**src/rtl/ll_pkg.sv**
```systemverilog
package ll_pkg;
  typedef enum logic [1:0] {
    LL_IDLE = 2'd0,
    LL_XLAT = 2'd1,
    LL_MEM  = 2'd2
  } ll_state_e;
endpackage

```
**src/rtl/ll_align_chk.sv**
```systemverilog
module ll_align_chk #(
  parameter int VA_W = 48
) (
  input  logic [VA_W-1:0] vaddr,
  input  logic            dword,
  output logic            misaligned
);
  // Natural alignment: 4-byte for words, 8-byte for doublewords.
  function automatic logic off_boundary(input logic [2:0] low, input logic dw);
    return dw ? (low != 3'b000) : (low[1:0] != 2'b00);
  endfunction

  assign misaligned = off_boundary(vaddr[2:0], dword);
endmodule

```
**src/rtl/ll_fsm.sv**
```systemverilog
module ll_fsm
  import ll_pkg::*;
(
  input  logic      clk,
  input  logic      rst_n,
  input  logic      req_valid,
  input  logic      misaligned,
  input  logic      xlat_rsp_valid,
  input  logic      mem_rsp_valid,
  output ll_state_e state,
  output logic      acc_start,
  output logic      acc_mis,
  output logic      xlat_fire,
  output logic      mem_fire
);
  logic acc_go;

  assign acc_go    = req_valid && (state == LL_IDLE);
  assign acc_mis   = acc_go && misaligned;
  assign acc_start = acc_go && !misaligned;
  assign xlat_fire = (state == LL_XLAT) && xlat_rsp_valid;
  assign mem_fire  = (state == LL_MEM) && mem_rsp_valid;

  always_ff @(posedge clk or negedge rst_n) begin
    if (!rst_n) begin
      state <= LL_IDLE;
    end else begin
      unique case (state)
        LL_IDLE: if (acc_start) state <= LL_XLAT;
        LL_XLAT: if (xlat_fire) state <= LL_MEM;
        LL_MEM:  if (mem_fire)  state <= LL_IDLE;
        default: state <= LL_IDLE;
      endcase
    end
  end
endmodule

```
**src/rtl/ll_resv_regs.sv**
```systemverilog
module ll_resv_regs #(
  parameter int VA_W     = 48,
  parameter int PA_W     = 40,
  parameter int DATA_W   = 64,
  parameter int ECODE_W  = 5,
  parameter int EXC_ADEL = 4
) (
  input  logic              clk,
  input  logic              rst_n,
  input  logic              acc_start,
  input  logic              acc_mis,
  input  logic              xlat_fire,
  input  logic              mem_fire,
  input  logic [VA_W-1:0]   req_vaddr,
  input  logic              req_dword,
  input  logic              dbg_mode,
  input  logic [PA_W-1:0]   xlat_paddr,
  input  logic [DATA_W-1:0] mem_rsp_data,
  input  logic              clr_link,
  output logic [VA_W-1:0]   hold_vaddr,
  output logic              hold_dword,
  output logic [PA_W-1:0]   hold_paddr,
  output logic [VA_W-1:0]   badvaddr,
  output logic              exc_valid,
  output logic [ECODE_W-1:0] exc_code,
  output logic              done,
  output logic              link_valid,
  output logic [PA_W-1:0]   link_paddr,
  output logic [DATA_W-1:0] link_value
);
  localparam int WORD_W = 32;
  localparam int EXT_W  = DATA_W - WORD_W;

  function automatic logic [DATA_W-1:0] link_extend(input logic dw,
                                                    input logic [DATA_W-1:0] d);
    return dw ? d : {{EXT_W{d[WORD_W-1]}}, d[WORD_W-1:0]};
  endfunction

  logic bad_load;
  assign bad_load = acc_mis && !dbg_mode;

  always_ff @(posedge clk or negedge rst_n) begin
    if (!rst_n) begin
      hold_vaddr <= '0;
      hold_dword <= 1'b0;
      hold_paddr <= '0;
      badvaddr   <= '0;
      exc_valid  <= 1'b0;
      exc_code   <= '0;
      done       <= 1'b0;
      link_valid <= 1'b0;
      link_paddr <= '0;
      link_value <= '0;
    end else begin
      exc_valid <= acc_mis;
      exc_code  <= acc_mis ? ECODE_W'(EXC_ADEL) : '0;
      done      <= mem_fire;
      if (acc_start) begin
        hold_vaddr <= req_vaddr;
        hold_dword <= req_dword;
      end
      if (bad_load)  badvaddr   <= req_vaddr;
      if (xlat_fire) hold_paddr <= xlat_paddr;
      if (mem_fire) begin
        link_paddr <= hold_paddr;
        link_value <= link_extend(hold_dword, mem_rsp_data);
      end
      if (clr_link)      link_valid <= 1'b0;
      else if (mem_fire) link_valid <= 1'b1;
    end
  end
endmodule

```
**src/rtl/ll_unit.sv**
```systemverilog
module ll_unit
  import ll_pkg::*;
#(
  parameter int VA_W     = 48,
  parameter int PA_W     = 40,
  parameter int DATA_W   = 64,
  parameter int ECODE_W  = 5,
  parameter int EXC_ADEL = 4
) (
  input  logic               clk,
  input  logic               rst_n,
  input  logic               req_valid,
  input  logic               req_dword,
  input  logic [VA_W-1:0]    req_vaddr,
  input  logic               dbg_mode,
  input  logic               clr_link,
  output logic               busy,
  output logic               xlat_req_valid,
  output logic [VA_W-1:0]    xlat_vaddr,
  input  logic               xlat_rsp_valid,
  output logic               xlat_rsp_ready,
  input  logic [PA_W-1:0]    xlat_paddr,
  output logic               mem_rd_valid,
  output logic [PA_W-1:0]    mem_rd_addr,
  output logic               mem_rd_dword,
  input  logic               mem_rsp_valid,
  output logic               mem_rsp_ready,
  input  logic [DATA_W-1:0]  mem_rsp_data,
  output logic               done,
  output logic               exc_valid,
  output logic [ECODE_W-1:0] exc_code,
  output logic [VA_W-1:0]    badvaddr,
  output logic               link_valid,
  output logic [PA_W-1:0]    link_paddr,
  output logic [DATA_W-1:0]  link_value
);
  ll_state_e       state;
  logic            misaligned;
  logic            acc_start;
  logic            acc_mis;
  logic            xlat_fire;
  logic            mem_fire;
  logic [VA_W-1:0] hold_vaddr;
  logic            hold_dword;
  logic [PA_W-1:0] hold_paddr;

  ll_align_chk #(.VA_W(VA_W)) u_align (
    .vaddr      (req_vaddr),
    .dword      (req_dword),
    .misaligned (misaligned)
  );

  ll_fsm u_fsm (
    .clk            (clk),
    .rst_n          (rst_n),
    .req_valid      (req_valid),
    .misaligned     (misaligned),
    .xlat_rsp_valid (xlat_rsp_valid),
    .mem_rsp_valid  (mem_rsp_valid),
    .state          (state),
    .acc_start      (acc_start),
    .acc_mis        (acc_mis),
    .xlat_fire      (xlat_fire),
    .mem_fire       (mem_fire)
  );

  ll_resv_regs #(
    .VA_W(VA_W), .PA_W(PA_W), .DATA_W(DATA_W),
    .ECODE_W(ECODE_W), .EXC_ADEL(EXC_ADEL)
  ) u_regs (
    .clk          (clk),
    .rst_n        (rst_n),
    .acc_start    (acc_start),
    .acc_mis      (acc_mis),
    .xlat_fire    (xlat_fire),
    .mem_fire     (mem_fire),
    .req_vaddr    (req_vaddr),
    .req_dword    (req_dword),
    .dbg_mode     (dbg_mode),
    .xlat_paddr   (xlat_paddr),
    .mem_rsp_data (mem_rsp_data),
    .clr_link     (clr_link),
    .hold_vaddr   (hold_vaddr),
    .hold_dword   (hold_dword),
    .hold_paddr   (hold_paddr),
    .badvaddr     (badvaddr),
    .exc_valid    (exc_valid),
    .exc_code     (exc_code),
    .done         (done),
    .link_valid   (link_valid),
    .link_paddr   (link_paddr),
    .link_value   (link_value)
  );

  assign busy           = (state != LL_IDLE);
  assign xlat_req_valid = (state == LL_XLAT);
  assign xlat_rsp_ready = (state == LL_XLAT);
  assign xlat_vaddr     = hold_vaddr;
  assign mem_rd_valid   = (state == LL_MEM);
  assign mem_rsp_ready  = (state == LL_MEM);
  assign mem_rd_addr    = hold_paddr;
  assign mem_rd_dword   = hold_dword;
endmodule

```
**config.mk**
```make
export PLATFORM = sky130hd
export DESIGN_NAME = ll_unit
export DESIGN_NICKNAME = d
export VERILOG_FILES = /design/src/rtl/ll_pkg.sv /design/src/rtl/ll_align_chk.sv /design/src/rtl/ll_fsm.sv /design/src/rtl/ll_resv_regs.sv /design/src/rtl/ll_unit.sv
export SDC_FILE = /design/constraint.sdc
export NUM_CORES = 1
export LEC_CHECK = 0
export CORE_AREA = 2 2 162 164
export CTS_CLUSTER_SIZE = 30
export DETAILED_ROUTE_END_ITERATION = 12
export DIE_AREA = 0 0 164 166
export PLACE_DENSITY = 0.72
export SYNTH_ARGS = -nofsm -noshare
export SYNTH_HDL_FRONTEND = slang
export SYNTH_SLANG_ARGS = --single-unit
```
**constraint.sdc**
```tcl
create_clock -name clk -period 1.8 [get_ports clk]
set_input_delay 0.36 -clock clk [delete_from_list [all_inputs] [get_ports clk]]
set_output_delay 0.36 -clock clk [all_outputs]
set_load 0.02 [all_outputs]
```
* Word-level counts from Yosys, hierarchy flattened
Index checks and enable logic that the tools add are counted.
** Storage, ports and cells
- Register bits after elaboration :: 251
- Word-level logic and storage cells :: 39
** Operators by class
- Equal/unequal tests :: 5
- Multiplexer cells :: 9
- Reduce and logical (&&, ||, !) cells :: 14
** Operators with widths (count)
- $mux W64 :: 1
- $logic_and A1 B1 Y1 :: 6
- $mux W2 :: 3
- $pmux W2 S3 :: 1
- $reduce_bool A2 Y1 :: 3
- $ne A2 B1 Y1 const B :: 2
- $mux W1 :: 3
- $mux W3 :: 1
- $reduce_and A3 Y1 :: 1
- $reduce_bool A3 Y1 :: 1
- $eq A2 B1 Y1 const B :: 1
- $eq A2 B2 Y1 const B :: 1
- $logic_not A1 Y1 :: 2
- $logic_not A2 Y1 :: 1
- $ne A2 B2 Y1 const B :: 1

* Longest topological paths before layout
Gate-level depths: netlist of the first run.
- Depth in word-level cells :: 6
- Gate-level depth with buffers :: 7

* Modules after synthesis
A second synthesis of the first run with hierarchy kept.
** Second synthesis, totals
- Cells, all modules :: 612
- Area, all modules :: 9437.8 um^2
** By module, submodules not included
- ll_resv_regs :: instances 1, cells an instance 595, area an instance 9273.9 um^2
- ll_fsm :: instances 1, cells an instance 11, area an instance 121.4 um^2
- ll_unit :: instances 1, cells an instance 5, area an instance 33.8 um^2
- ll_align_chk :: instances 1, cells an instance 1, area an instance 8.8 um^2

* Worst setup path after synthesis of the first run
OpenSTA, ideal clock, no wires.
- Path kind :: input to register
- From :: input req_dword
- To :: register u_regs.badvaddr[27]
- Setup time :: 0.125 ns
- Data arrival time :: 1.419 ns
- Required time :: 1.675 ns
- Slack :: 0.255 ns
- Cell stages on the path :: 5
- Buffers on the path :: 2
- Cells stage by stage :: a211oi_2 -> nand4bb_1 -> buf_4 -> buf_8 -> mux2_4
** Between the ends
- Word-level cells in the longest chain between the ends :: 3
** RTL lines
- start, declared :: RTL line ll_unit.sv:13 : input logic req_dword,
- $mux W1 :: RTL line ll_align_chk.sv:10 : return dw ? (low != 3'b000) : (low[1:0] != 2'b00);
- $logic_and A1 B1 Y1 :: RTL line ll_fsm.sv:19 : assign acc_mis = acc_go && misaligned;
- $logic_and A1 B1 Y1 :: RTL line ll_resv_regs.sv:40 : assign bad_load = acc_mis && !dbg_mode;
- end signal, assigned :: RTL line ll_resv_regs.sv:62 : if (bad_load) badvaddr <= req_vaddr;
- end, declared :: RTL line ll_resv_regs.sv:23 : output logic [VA_W-1:0] badvaddr,
No other way between the ends.
A chain may end at the register's enable or synchronous reset.

* Worst setup path in the final report of the first run
- From :: register u_fsm.state[0]
- To :: output mem_rd_valid
** Between the ends
- Word-level cells in the longest chain between the ends :: 1
** RTL lines
- start, declared :: RTL line ll_fsm.sv:10 : output ll_state_e state,
- start signal, assigned :: RTL line ll_fsm.sv:26 : state <= LL_IDLE;
- start signal, assigned :: RTL line ll_fsm.sv:29 : LL_IDLE: if (acc_start) state <= LL_XLAT;
- start signal, assigned :: RTL line ll_fsm.sv:30 : LL_XLAT: if (xlat_fire) state <= LL_MEM;
- $eq A2 B2 Y1 :: RTL line ll_unit.sv:99 : assign mem_rd_valid = (state == LL_MEM);
- end, declared :: RTL line ll_unit.sv:23 : output logic mem_rd_valid,
No other way between the ends.

==> impl_metrics.ini, run 1 <==
[cells_and_area]
multi_input_area_sq_um = 2990
final_cell_mix = nand2_1 (249), dfrtp_1 (246), dlygate4sd2_1 (245), clkdlybuf4s50_1 (158), mux2_2 (115)
area_growth_pct = 56.9
final_core_util_pct = 57.5
diodes = 0
regArea_sq_um = 6160
finalNetCount = 1349
final_common_cell = nand2_1
fill_cells = 2191
final_layout_size_suffix_gt1_share_pct = 18.7
fin_cells = 1541

[place]
io_buffers = 409
numPlacedInstances = 1494
gp_congestion = 0.793
place_hpwl_mm = 19.8

[route]
drt-initial-drc-count = 410
vias_per_cell = 4.64
vias = 7155
wl_per_cell_um = 17.4
ant_nets = 0
drt_wl_total_mm = 26.9
dr.pass1.iters = 4
drc = 0

[grt]
track_usage_pct = 19.6
antenna_found_initial = 0
grt_pass1_wl_mm = 42.2
grt_max_degree = 67
gr-total-overflow = 0
grt_pass1_vias = 7528

[timing]
finalMaxSlewViolations = 0
setup_violations = 0
hold_viol = 0
fin_setup_tns_ps = 0
post-route-period-util_pct = 96.1
period_needed_ps = 1730
rsz0062_at_grt = no
fmax_ghz = 0.578
fin_worst_skew_ps = 14.4

[clock_tree]
cts_sinks = 246
cts_tree = built
clockBufferDepth = 3
clockRootBuffer = clkbuf_16
clkTransAtPathRegs_ps = 60
clk_latency_ps = 520
cts_inserted_buffers = 26
h-tree-depth = 1

[logic_synthesis]
synth_cells = 767
yosysWarnings = 0
ys.flop_type = dfrtp_1
seq_area_frac_synth_pct = 65.5
ys_async_sr_fraction_pct = 100
synth_area_sq_um = 9400
synth.avg_cell_area_sq_um = 12.3
yosys.cell_types.count = 20
synth_edf_count = 0
synth-seq-cells = 246

[setup_path]
slowest_stage = dfrtp_1
crit_arrival_ps = 1370
reg2reg_depth = 6
cp.required_ps = 1440
cp_cell_sequence = nand2b_1 > inv_2 > buf_4
crit_family = flip-flops
cp.buffers_inverters = 2
worstPathMaxFanout = 4
crit_path_start_kind = flip-flop
critPathKind = flip-flop to primary output
cpPeakStageDelay_ps = 400
worstSetupEndpointType = primary output
reg2reg_setup_slack_ps = 150
crit_cells = 3

[die]
die_h_um = 166
io_pins = 414
core_sq_um = 25600
dieArea_sq_um = 27200
initial_core_util_pct = 36.7
die_w_um = 164
rows = 59

[power_and_ir_drop]
total_power_mw = 23.2
powerDensity_nw_per_um2 = 1570
vdd_ir_drop_max_mv = 1.05
p_leak_nw = 7.37

[outcome]
status = completed

[worst_hold_path]
hold_class = input port to async pin

[flow_run]
drv_cap = 0
==> synth_stat cells, drive strengths merged, types with 2 or more instances <==
cell type	number	area (sq um)
mux2	135	1600
nand2	250	938
and2	2	12.5
nand2b	2	12.5
o21ai	34	170
a21oi	32	160
nor2	4	15.0
dfrtp	246	6160
buf	33	205
clkbuf	19	71.3
inv	4	15.0
==> registers in the layout (all words and copies together) (netlist names) <==
register and flops:
u_fsm.state 2, u_regs.badvaddr 48, u_regs.done 1, u_regs.exc_code 1, u_regs.hold_dword 1, u_regs.hold_paddr 40
u_regs.hold_vaddr 48, u_regs.link_paddr 40, u_regs.link_valid 1, u_regs.link_value 64
==> logic make-up (layout without fill, tap and decap cells) <==
kind of cell    Yosys count  after routing  synth area share (%)
compound gates           67             67                  3.65
buf+inv                  56            492                  3.10
flops                   246            246                  65.5
mux                     135            135                  17.0
other cells               1              4                0.0399
simple gates            262            262                  10.7
==> worst paths after layout <==
kind / to / from
setup / recovery: mem_rd_valid / u_fsm.state[0]$_DFFE_PN0P_
hold / removal: u_regs.hold_vaddr[14]$_DFFE_PN0P_ / rst_n
setup reg to reg: u_regs.badvaddr[29]$_DFFE_PN0P_ / u_fsm.state[0]$_DFFE_PN0P_
hold reg to reg: u_regs.link_value[28]$_DFFE_PN0P_ / u_regs.link_value[28]$_DFFE_PN0P_
max in group asynchronous: u_regs.badvaddr[29]$_DFFE_PN0P_ / rst_n
min in group clk: u_regs.link_value[11]$_DFFE_PN0P_ / mem_rsp_data[11]
==> final cells by class <==
cell class	instances	area share, %
multi-input cells	468	20.3
well taps	335	2.84
flip-flops and latches	246	41.8
clock inverters	10	1.09
repair buffers	443	28.9
inverters	4	0.102
clock buffers	35	5.06
==> power breakdown <==
group,switching (mW),internal (mW)
clock network,2.17,3.46
logic,5.11,3.68
registers,1.14,7.62
total,8.42,14.8
==> metrics by stage <==
stage          setup WS (ps)  hold WS (ps)  cell area, sq um
6_report                70.1           321             14700
4_1_cts                 1.39           321             14700
3_3_place_gp            -218           288             14100
3_5_place_dp            -243           290             14100
2_1_floorplan            255          64.4              9410
5_1_grt                0.611           341             14700
==> repair_timing <==
action	in CTS	in global routing
pin swaps	1	1
resized for setup	272	3
setup buffers	1	0
endpoints found under the hold margin	35	0
hold buffers	1	0
endpoints found under the setup margin	250	3
==> layer usage <==
| layer | vias to the layer above | track usage [%] | routed length [um] |
|---|---|---|---|
| li1 | 3350 | - | - |
| met1 | 3457 | 23.1 | 10200 |
| met2 | 274 | 33.2 | 13200 |
| met3 | 74 | 5.32 | 2140 |
| met4 | 0 | 8.89 | 1300 |
| met5 | - | 0 | 0 |
(Power assumes the default switching activity.)
==> run 2, diff against run 1 <==
Settings changed: CELL_PAD_IN_SITES_DETAIL_PLACEMENT set to 1, CELL_PAD_IN_SITES_GLOBAL_PLACEMENT set to 2, CORE_AREA 2 2 162 164 to not set, CORE_UTILIZATION set to 26, DIE_AREA 0 0 164 166 to not set, PLACE_DENSITY 0.72 to not set, PLACE_DENSITY_LB_ADDON set to 0.1.
==> run 2 against run 1 <==
Clock power grew 8.3%; wire length grew 17%; first-iteration DRC count shrank 44%; sequential share of layout area shrank 0.81 points; flip-flop and latch count is the same; clock skew shrank 3.7 ps; die area grew 36%; clock-buffer cell count grew 8; via count grew 0.42%; largest power group unchanged; highest routed layer unchanged.
==> impl_metrics.ini, run 2 (synthesized netlist as in run 1, its figures left out) <==
[timing]
period_needed_ps = 1760
fin_worst_skew_ps = 10.7
fmax_ghz = 0.568
rsz0062_at_grt = yes
finalMaxSlewViolations = 0
post-route-period-util_pct = 97.7
worst_pin_slew_ps = 515
setup_slack_ps = 40.8
hold_viol = 0
setup_violations = 0
relSlewSlack_pct = 65.7
hold_slack_ps = 336

[cells_and_area]
fill_cells = 3914
final_core_util_pct = 42.3
fin_cells = 1680
area_growth_pct = 59.9
final_common_cell = nand2_1
reg_top3 = u_regs.link_value x64, u_regs.badvaddr x48, u_regs.hold_vaddr x48
final_layout_size_suffix_gt1_share_pct = 19.3
regMostFlops = u_regs.link_value
largest_reg_flops = 64
final_cell_mix = nand2_1 (249), dfrtp_1 (246), dlygate4sd2_1 (244), clkdlybuf4s50_1 (158), mux2_2 (115)
finalNetCount = 1356

[power_and_ir_drop]
p_switching_mw = 8.68
p_seq_share_pct = 36.8
p_comb_share_pct = 37.5
vdd_ir_drop_max_mv = 0.760
p_leak_nw = 7.45
power_frac_clock_pct = 25.7
powerDensity_nw_per_um2 = 1580
swShare_pct = 36.6
total_power_mw = 23.7
power.internal_mw = 15.1

[grt]
antenna_found_initial = 2
grt_pass1_vias = 7710
track_usage_pct = 16.8
gr-total-overflow = 0
grt_pass1_wl_mm = 47.5
grt_max_degree = 55

[route]
drt-initial-drc-count = 228
dr.pass1.iters = 4
drc = 0
drt_wl_total_mm = 31.4
wl_per_cell_um = 18.7
vias = 7185
vias_per_cell = 4.28
ant_nets = 0

[clock_tree]
cts_inserted_buffers = 30
cts_sinks = 246
clkTransAtPathRegs_ps = 60
clockRootBuffer = clkbuf_16
h-tree-depth = 1
clk_latency_ps = 560
cts_tree = built
clockBufferDepth = 3

[place]
io_buffers = 409
gp_congestion = 0.738
numPlacedInstances = 1623
preCtsSetupSlack_ps = -298
place_hpwl_mm = 22.9

[setup_path]
crit_family = flip-flops
critPathKind = flip-flop to primary output
worstSetupEndpointType = primary output
slowest_stage = dfrtp_1
cp.required_ps = 1440
crit_arrival_ps = 1400
cp_cell_sequence = nand2b_1 > inv_2 > buf_4
worstPathMaxFanout = 4
cp.buffers_inverters = 2
crit_path_start_kind = flip-flop
reg2reg_setup_slack_ps = 180
cpPeakStageDelay_ps = 400

[die]
rows = 69
io_pins = 414
core_sq_um = 35600
dieArea_sq_um = 36900
die_w_um = 192
die_h_um = 192
initial_core_util_pct = 26.4

[flow_run]
drv_cap = 0

[outcome]
status = completed

[worst_hold_path]
hold_class = input port to async pin
run 2: cell count changes in the layout (fill, tap and decap cells not counted), sizes merged:
cell and change:
clkinvlp -4, clkinv +5, bufinv -2, buf +3, clkbuf +8, diode +3, dlygate4sd2 -1, clkdlybuf4s15 +1
run 2: power groups by stage:
stage                     clock network [mW]  logic [mW]  registers, mW
after global routing                    6.53        9.59           9.07
final                                   6.10        8.89           8.74
after detailed placement                   0        10.5           8.94
after floorplan                            0        2.09           11.4
after global placement                     0        10.5           8.87
after CTS                               6.34        9.07           8.80
run 2: final timing paths:
kind / start / endpoint / cells past startpoint
min reg2reg: u_regs.link_value[21]$_DFFE_PN0P_ / u_regs.link_value[21]$_DFFE_PN0P_ / 2
min in group clk: mem_rsp_data[24] / u_regs.link_value[24]$_DFFE_PN0P_ / 3
max in group asynchronous: rst_n / u_regs.hold_paddr[34]$_DFFE_PN0P_ / 3
max: u_fsm.state[1]$_DFFE_PN0P_ / xlat_req_valid / 3
min: rst_n / u_regs.link_value[16]$_DFFE_PN0P_ / 2
max reg2reg: u_fsm.state[1]$_DFFE_PN0P_ / u_regs.badvaddr[30]$_DFFE_PN0P_ / 6
run 2: per-layer routing:
layer / wire length, um / GRT usage (%)
met5: 0 / 0
met4: 808 / 5.03
met3: 3090 / 6.14
met2: 14900 / 27.6
met1: 12700 / 20.5
run 2: area by class of cell:
type | count | area [sq um] | area share [%]
Antenna cell | 3 | 7.51 | 0.0499
Timing Repair Buffer | 446 | 4280 | 28.5
Multi-Input combinational cell | 468 | 2990 | 19.9
Inverter | 4 | 15.0 | 0.0999
Clock buffer | 43 | 911 | 6.06
Tap cell | 461 | 577 | 3.84
Sequential cell | 246 | 6160 | 41.0
Clock inverter | 9 | 95.1 | 0.633
run 2: through the flow:
stage | instance area [sq um] | TNS [ps]
after floorplan | 9410 | 0
after global placement | 14300 | -20220
after detailed placement | 14300 | -25520
after CTS | 15000 | 0
after global routing | 15000 | -128
final | 15000 | 0
run 2: timing repair:
item | 4_1_cts | 5_1_grt
gates resized for setup | 273 | 5
hold buffers | 1 | 0
setup endpoints to repair | 250 | 5
pin swaps | 0 | 1
buffers inserted | 1 | 0
hold endpoints to repair | 42 | 0
cloned | 0 | 0
==> run 3, diff against run 2 <==
Settings changed: RECOVER_POWER set to 50.
==> run 3 against run 2 <==
Total power decreased by 0.23%; critical path depth unchanged; critical endpoint unchanged; clock-buffer cell count unchanged; highest routed layer unchanged; non-clock buffer count unchanged; global-route usage unchanged; via count increased by 0.17%; critical path type unchanged; largest cell class unchanged.
==> impl_metrics.ini, run 3 (synthesized netlist as in run 1, its figures left out) <==
[outcome]
status = completed

[setup_path]
cp.buffers_inverters = 2
worstPathMaxFanout = 4
cp_cell_sequence = nand2b_1 > inv_2 > buf_4
setup.worst_path.start = u_fsm.state[1]$_DFFE_PN0P_
slowest_stage = dfrtp_1
cp.required_ps = 1440
crit_arrival_ps = 1400
reg2reg_to = u_regs.hold_vaddr[12]$_DFFE_PN0P_
worstSetupEndpointType = primary output
reg2reg_setup_slack_ps = 140
crit_path_start_kind = flip-flop
cpPeakStageDelay_ps = 400
critPathKind = flip-flop to primary output
reg2reg_depth = 6
crit_family = flip-flops
r2r_start = u_fsm.state[1]$_DFFE_PN0P_

[power_and_ir_drop]
p_leak_nw = 7.39
swShare_pct = 36.6
power.internal_mw = 15.0
vdd_ir_drop_max_mv = 0.758
power_frac_clock_pct = 25.7
p_comb_share_pct = 37.4
p_seq_share_pct = 36.9
powerDensity_nw_per_um2 = 1590
p_switching_mw = 8.66

[die]
io_pins = 414
core_sq_um = 35600
initial_core_util_pct = 26.4
die_w_um = 192
dieArea_sq_um = 36900
rows = 69
die_h_um = 192

[cells_and_area]
final_layout_size_suffix_gt1_share_pct = 18.5
final_common_cell = nand2_1
largest_reg_flops = 64
reg_top3 = u_regs.link_value x64, u_regs.badvaddr x48, u_regs.hold_vaddr x48
final_cell_mix = nand2_1 (249), dfrtp_1 (246), dlygate4sd2_1 (244), clkdlybuf4s50_1 (158), mux2_2 (115)
finalNetCount = 1356
regMostFlops = u_regs.link_value
area_growth_pct = 58.4

[clock_tree]
cts_tree = built
cts_inserted_buffers = 30
clkTransAtPathRegs_ps = 60
clk_latency_ps = 560
clockBufferDepth = 3
cts_sinks = 246
h-tree-depth = 1
clockRootBuffer = clkbuf_16

[worst_hold_path]
worst_hold_path.endpoint = u_regs.link_value[30]$_DFFE_PN0P_
hp-start = mem_rsp_data[30]
hold_class = input port to flip-flop
whs_path_depth = 3

[route]
drt_wl_total_mm = 31.4
wl_per_cell_um = 18.7
vias = 7197
drt-initial-drc-count = 221
dr.pass1.iters = 4
drc = 0
vias_per_cell = 4.28
ant_nets = 0

[place]
gp_congestion = 0.738
place_hpwl_mm = 22.9
io_buffers = 409
preCtsSetupSlack_ps = -298

[grt]
grt_pass1_wl_mm = 47.5
grt_max_degree = 55
grt_pass1_vias = 7710
antenna_found_initial = 2
gr-total-overflow = 0
track_usage_pct = 16.8

[flow_run]
drv_cap = 0

[timing]
rsz0062_at_grt = yes
hold_slack_ps = 341
hold_viol = 0
fin_worst_skew_ps = 10.8
worst_pin_slew_ps = 783
period_needed_ps = 1760
fmax_ghz = 0.568
relSlewSlack_pct = 47.8
setup_violations = 0
finalMaxSlewViolations = 0
setup_slack_ps = 40.2
post-route-period-util_pct = 97.8
run 3: changes by cell type in the layout (fill, tap and decap cells not counted), sizes merged:
cell / delta
buf: -19
clkbuf: +19
run 3: timing repair:
item / CTS / global route
setup endpoints to repair: 250 / 5
gates resized for setup: 273 / 5
buffers inserted: 1 / 0
hold buffers: 1 / 0
pin swaps: 0 / 1
endpoints found under the hold margin: 42 / 0
run 3: area by class of cell:
type | count | area (sq um)
multi-input cells | 468 | 2980
clock buffers | 43 | 911
well taps | 461 | 577
flip-flops and latches | 246 | 6160
inverters | 4 | 15.0
repair buffers | 446 | 4140
fillers | 3926 | 20700
diodes | 3 | 7.51
clock inverters | 9 | 95.1
run 3: layer usage:
layer	vias up	track usage, %	share of wire [%]
li1	3366	-	-
met1	3522	20.5	40
met2	262	27.6	48
met3	47	6.14	9.8
met4	0	5.03	2.6
met5	-	0	0
run 3: worst max-delay path by stage:
stage	endpoint	slack (ps)	cells after the start
2_1_floorplan	u_regs.badvaddr[27]$_DFFE_PN0P_	260	5
3_3_place_gp	u_regs.badvaddr[1]$_DFFE_PN0P_	-240	5
3_5_place_dp	u_regs.badvaddr[16]$_DFFE_PN0P_	-300	5
4_1_cts	xlat_rsp_ready	4	3
5_1_grt	xlat_rsp_ready	-50	3
6_report	xlat_req_valid	40	3
run 3: power groups by stage:
| stage | logic (mW) | clock network (mW) | registers, mW |
|---|---|---|---|
| floorplan | 2.09 | 0 | 11.4 |
| global placement | 10.5 | 0 | 8.87 |
| detailed placement | 10.5 | 0 | 8.94 |
| CTS | 9.07 | 6.34 | 8.80 |
| global route | 9.55 | 6.53 | 9.07 |
| finish | 8.84 | 6.09 | 8.74 |
run 3: worst register-to-register path, stage by stage, from the launching register on:
cell and delay [ps]:
dfrtp_1 380, nor2_1 60, buf_4 150, buf_4 150
nand3_1 210, buf_12 240, mux2_2 370
run 3: per-stage QoR:
| step | instance area [sq um] | utilization, % | instances | power [mW] | setup TNS (ps) |
|---|---|---|---|---|---|
| 2_1_floorplan | 9410 | - | 770 | 13.5 | 0 |
| 3_3_place_gp | 14300 | 40.2 | 1623 | 19.3 | -20220 |
| 3_5_place_dp | 14300 | 40.2 | 1623 | 19.5 | -25520 |
| 4_1_cts | 15000 | 42.2 | 1677 | 24.2 | 0 |
| 5_1_grt | 14900 | 41.8 | 1678 | 25.1 | -137 |
| 6_report | 14900 | 41.8 | 1680 | 23.7 | 0 |
